$ cat config.mk
export PLATFORM = sky130hd
export DESIGN_NAME = csr_access_guard
export DESIGN_NICKNAME = d
export VERILOG_FILES = /design/src/rtl/csr_guard_pkg.sv /design/src/rtl/csr_instr_decode.sv /design/src/rtl/csr_span_lookup.sv /design/src/rtl/csr_rule_check.sv /design/src/rtl/csr_access_guard.sv
export SDC_FILE = /design/constraint.sdc
export NUM_CORES = 1
export LEC_CHECK = 0
export ABC_AREA = 1
export CAP_MARGIN = 5
export CORE_MARGIN = 2
export CORE_UTILIZATION = 30
export CTS_CLUSTER_SIZE = 12
export DETAILED_ROUTE_END_ITERATION = 8
export DONT_BUFFER_PORTS = 1
export HOLD_SLACK_MARGIN = 0.12
export PLACE_DENSITY = 0.41
export SLEW_MARGIN = 30
export SYNTH_ARGS = -nofsm -noshare
export SYNTH_HDL_FRONTEND = slang
export SYNTH_SLANG_ARGS = --single-unit
$ cat constraint.sdc
create_clock -name clk -period 2.05 [get_ports clk]
set_input_delay 0.5125 -clock clk [delete_from_list [all_inputs] [get_ports clk]]
set_output_delay 0.5125 -clock clk [all_outputs]
set_load 0.005 [all_outputs]
$ cat src/rtl/csr_guard_pkg.sv
package csr_guard_pkg;

   typedef enum logic [1:0] {
      PRIV_USER  = 2'b00,
      PRIV_SUPER = 2'b01,
      PRIV_RSVD  = 2'b10,
      PRIV_MACH  = 2'b11
   } priv_e;

   localparam logic [6:0]  OPC_SYSTEM   = 7'b1110011;
   localparam logic [1:0]  RO_FIELD     = 2'b11;
   localparam int          ADDR_W       = 12;

   // decoded view of one control-register instruction
   typedef struct packed {
      logic              is_csr;
      logic              is_write;
      logic [ADDR_W-1:0] addr;
   } csr_req_t;

   // an inclusive span of defined addresses; super_ok marks spans reachable from Supervisor
   typedef struct packed {
      logic [ADDR_W-1:0] lo;
      logic [ADDR_W-1:0] hi;
      logic              super_ok;
   } csr_span_t;

   localparam int NUM_SPANS = 7;

   localparam csr_span_t [NUM_SPANS-1:0] SPANS = '{
      '{lo: 12'hF11, hi: 12'hF14, super_ok: 1'b0},
      '{lo: 12'h300, hi: 12'h306, super_ok: 1'b0},
      '{lo: 12'h340, hi: 12'h344, super_ok: 1'b0},
      '{lo: 12'h100, hi: 12'h100, super_ok: 1'b1},
      '{lo: 12'h102, hi: 12'h106, super_ok: 1'b1},
      '{lo: 12'h140, hi: 12'h144, super_ok: 1'b1},
      '{lo: 12'h180, hi: 12'h180, super_ok: 1'b1}
   };

endpackage

$ cat src/rtl/csr_instr_decode.sv
module csr_instr_decode
   import csr_guard_pkg::*;
(
   input  logic [19:0] upper,    // instruction bits [31:12]
   input  logic [6:0]  opcode,   // instruction bits [6:0]
   output csr_req_t    req
);
   logic [2:0] funct3;
   logic [4:0] src;
   logic       variant_ok;
   logic       always_wr;

   assign funct3 = upper[2:0];
   assign src    = upper[7:3];

   always_comb begin
      variant_ok = 1'b0;
      always_wr  = 1'b0;
      unique case (funct3)
         3'b001, 3'b101: begin
            variant_ok = 1'b1;
            always_wr  = 1'b1;
         end
         3'b010, 3'b011, 3'b110, 3'b111: begin
            variant_ok = 1'b1;
            always_wr  = 1'b0;
         end
         default: begin
            variant_ok = 1'b0;
            always_wr  = 1'b0;
         end
      endcase
   end

   assign req.is_csr   = (opcode == OPC_SYSTEM) && variant_ok;
   assign req.is_write = always_wr || (src != 5'd0);
   assign req.addr     = upper[19:8];

endmodule

$ cat src/rtl/csr_span_lookup.sv
module csr_span_lookup
   import csr_guard_pkg::*;
#(
   parameter int N_SPANS = NUM_SPANS
) (
   input  logic [ADDR_W-1:0] addr,
   input  logic [1:0]        priv,
   output logic              defined
);
   logic [N_SPANS-1:0] hit;
   logic               is_mach;
   logic               is_super;

   assign is_mach  = (priv == PRIV_MACH);
   assign is_super = (priv == PRIV_SUPER);

   for (genvar i = 0; i < N_SPANS; i++) begin : g_span
      logic in_span;
      assign in_span = (addr >= SPANS[i].lo) && (addr <= SPANS[i].hi);
      if (SPANS[i].super_ok) begin : g_shared
         assign hit[i] = in_span && (is_mach || is_super);
      end else begin : g_mach_only
         assign hit[i] = in_span && is_mach;
      end
   end

   assign defined = |hit;

endmodule

$ cat src/rtl/csr_rule_check.sv
module csr_rule_check
   import csr_guard_pkg::*;
#(
   parameter logic [ADDR_W-1:0] SATP_ADDR = 12'h180
) (
   input  csr_req_t   req,
   input  logic [1:0] priv,
   input  logic       tvm,
   input  logic       defined,
   output logic       permit
);
   logic ro_ok;
   logic level_ok;
   logic vm_ok;

   // read-only field in the upper address bits blocks any write
   assign ro_ok    = !(req.is_write && (req.addr[11:10] == RO_FIELD));
   // minimum privilege field, reserved encoding never passes
   assign level_ok = (priv >= req.addr[9:8]) && (priv != PRIV_RSVD);
   // translation register trapped from Supervisor under virtual-memory trapping
   assign vm_ok    = !((req.addr == SATP_ADDR) && (priv == PRIV_SUPER) && tvm);

   assign permit = defined && ro_ok && level_ok && vm_ok;

endmodule

$ cat src/rtl/csr_access_guard.sv
module csr_access_guard
   import csr_guard_pkg::*;
#(
   parameter int          XLEN          = 32,
   parameter int          CAUSE_W       = 4,
   parameter int unsigned ILLEGAL_CAUSE = 2
) (
   input  logic               clk,
   input  logic               rst,
   input  logic               in_valid,
   input  logic [31:0]        instr,
   input  logic [1:0]         priv,
   input  logic               tvm,
   output logic               out_valid,
   output logic               legal,
   output logic               exc_valid,
   output logic [CAUSE_W-1:0] exc_cause,
   output logic [XLEN-1:0]    exc_tval
);
   localparam int ILEN     = 32;
   localparam int PAD_W    = (XLEN > ILEN) ? XLEN - ILEN : 1;
   localparam int CAUSE_MIN = $clog2(ILLEGAL_CAUSE + 1);

   if (XLEN < ILEN) begin : g_bad_xlen
      $error("XLEN must hold a full instruction word");
   end
   if (CAUSE_W < CAUSE_MIN || CAUSE_W < 1) begin : g_bad_cause
      $error("CAUSE_W too narrow for the cause code");
   end

   csr_req_t         req;
   logic             defined;
   logic             permit;
   logic             raise;
   logic [XLEN-1:0]  tval_ext;

   csr_instr_decode u_dec (
      .upper  (instr[31:12]),
      .opcode (instr[6:0]),
      .req    (req)
   );

   csr_span_lookup #(.N_SPANS(NUM_SPANS)) u_span (
      .addr    (req.addr),
      .priv    (priv),
      .defined (defined)
   );

   csr_rule_check #(.SATP_ADDR(12'h180)) u_rule (
      .req     (req),
      .priv    (priv),
      .tvm     (tvm),
      .defined (defined),
      .permit  (permit)
   );

   assign raise = req.is_csr && !permit;

   if (XLEN > ILEN) begin : g_wide
      logic [PAD_W-1:0] pad;
      assign pad      = '0;
      assign tval_ext = {pad, instr};
   end else begin : g_narrow
      assign tval_ext = instr;
   end

   always_ff @(posedge clk) begin
      if (rst) begin
         out_valid <= 1'b0;
         legal     <= 1'b0;
         exc_valid <= 1'b0;
         exc_cause <= '0;
         exc_tval  <= '0;
      end else begin
         out_valid <= in_valid;
         legal     <= in_valid && !raise;
         exc_valid <= in_valid && raise;
         exc_cause <= (in_valid && raise) ? CAUSE_W'(ILLEGAL_CAUSE) : '0;
         exc_tval  <= (in_valid && raise) ? tval_ext : '0;
      end
   end

endmodule

==> impl_metrics.ini <==
[drt]
wire_per_inst_um = 12.0
vias = 990
dr.pass1.iters = 3
drc = 0
drt-initial-drc-count = 15
postRouteAntennaNets = 0
top_layer_used = met4
wl_met3_um = 289
met1_length_mm = 1.21
drt_wl_total_mm = 2.85
routed_via_density = 4.18
wl_met2_mm = 1.33

[place]
place_area_mm2 = 0.00147
port_buffers = 0
place_inst = 229
place_ws_ns = 0.270
gp_congestion = 0.952
hpwl_mm = 2.34

[logic_synthesis]
ys_seq_area_share_pct = 49.5
synth_cells = 178
yosys_warnings = 0
syn-cell-area_mm2 = 0.00142
avgSynthCellArea_um2 = 7.95
yosysUniqueCellTypes = 21
synth_seq_cells = 35

[critical_path]
arrival_ns = 1.65
cp.required_ns = 2.22
start_kind = input port
cp_max_fo = 16
path_class = in -> reg
endpoint_kind = flop

[die]
rows = 24
start_util_pct = 31.8
dieArea_mm2 = 0.00528
die_h_um = 72.7
die_x_um = 72.7
coreArea_mm2 = 0.00444
ios = 77

[worst_hold_path]
worstHoldPathType = in -> reg

[sta]
tns_ns = 0
hold_ws_ns = 0.351
maxSlewViolCount = 0
setup_violations = 0
fin_crit_sh_pct = 72.0
setup_ws_ns = 0.574
rsz0062_at_grt = no
finalHoldViolations = 0
fmax_ghz = 0.677
worst_pin_slew_ns = 0.575
fin_crit_ns = 1.48
slew_headroom_pct = 61.5

[cts]
cts_resized = 0
cts_root_buffer = clkbuf_8
clock_path_buffers = 2
h-tree-depth = 2
cts_inserted_buffers = 5
post_cts_buffers = 0
cts_tree = built
clock_sinks = 35
ctsHoldBuffers = 0
clk_pin_slew_worst_paths_ns = 0.06

[pwr]
p_leak_nw = 0.780
ir_drop_mv = 0.196
power_density_mw_per_mm2 = 782
power_mw = 1.21

[layout]
nets = 224
num_antenna_cells = 0
final_cells = 237
fin_area_mm2 = 0.00155
layout-drive-gt1-share_pct = 20.0
layout_common_cells = inv_1, dfxtp_1, nand2_1
final_common_cell = inv_1
final_core_util_pct = 34.9
area_delta_synth_final_pct = 9.73

[grt]
antenna_found_initial = 0
first_global_vias = 989
grt_max_degree = 17
grt_usage_pct = 11.1
grt_overflow = 0
grt_pass1_wl_mm = 4.28

[outcome]
status = finished clean

[run]
drv_cap = 0
==> path summary, 6_finish.rpt <==
path / slack [ns] / cells past startpoint / end / startpoint
min: 0.35 / 2 / exc_tval[7] / instr[7]
max: 0.57 / 10 / exc_tval[1] / instr[29]
==> cell type report <==
cell class,count,area [µm²]
Tap cell,52,65.1
Inverter,37,139
Timing Repair Buffer,2,40.0
Clock inverter,1,5.00
Clock buffer,7,76.3
Fill cell,487,2890
Sequential cell,35,701
Multi-Input combinational cell,103,527
==> registers in the layout (all words and copies together), names as in the netlist <==
signal / count
exc_cause: 1
exc_tval: 32
legal: 1
out_valid: 1
==> worst max-delay path, cell delays in order <==
cell	delay [ns]
inv_2	0.03
ha_1	0.26
o21ai_0	0.08
nand2_1	0.07
nand2_1	0.04
nor3_1	0.20
nand2_2	0.11
nand3_4	0.09
buf_12	0.17
inv_1	0.06
==> per-layer routing <==
layer	track usage (%)	vias to the layer above
li1	-	520
met4	6.17	0
met5	0	-
met3	5.52	2
met2	18.5	59
met1	11.3	409
==> kinds of logic after synthesis <==
group	synth area share (%)
simple gates	32.0
fa+ha+maj	1.77
buf+inv	14.3
compound gates	2.12
flops	49.5
other cells	0.265
==> cells in the mapped netlist <==
cell type | n | area [µm²]
a21boi_0 | 1 | 7.51
o21ai_0 | 2 | 10.0
a211oi_1 | 1 | 7.51
buf_6 | 3 | 33.8
nand3_2 | 1 | 10.0
nand3_1 | 7 | 35.0
inv_2 | 1 | 3.75
nand2_2 | 1 | 6.26
conb_1 | 1 | 3.75
buf_4 | 4 | 30.0
dfxtp_1 | 35 | 701
nand2_1 | 32 | 120
nor3_1 | 2 | 10.0
nand4_1 | 2 | 12.5
a21oi_1 | 1 | 5.00
inv_1 | 36 | 135
ha_1 | 2 | 25.0
nand3_4 | 1 | 17.5
nor2_1 | 20 | 75.1
nor2_4 | 2 | 22.5
nor2_2 | 23 | 144
==> where the power goes <==
| group | internal (mW) | total, mW | switching, mW |
|---|---|---|---|
| Combinational | 0.0204 | 0.0638 | 0.0434 |
| Clock | 0.238 | 0.463 | 0.225 |
| Sequential | 0.685 | 0.687 | 0.00234 |
| Total | 0.943 | 1.21 | 0.271 |
(Power assumes the default switching activity.)
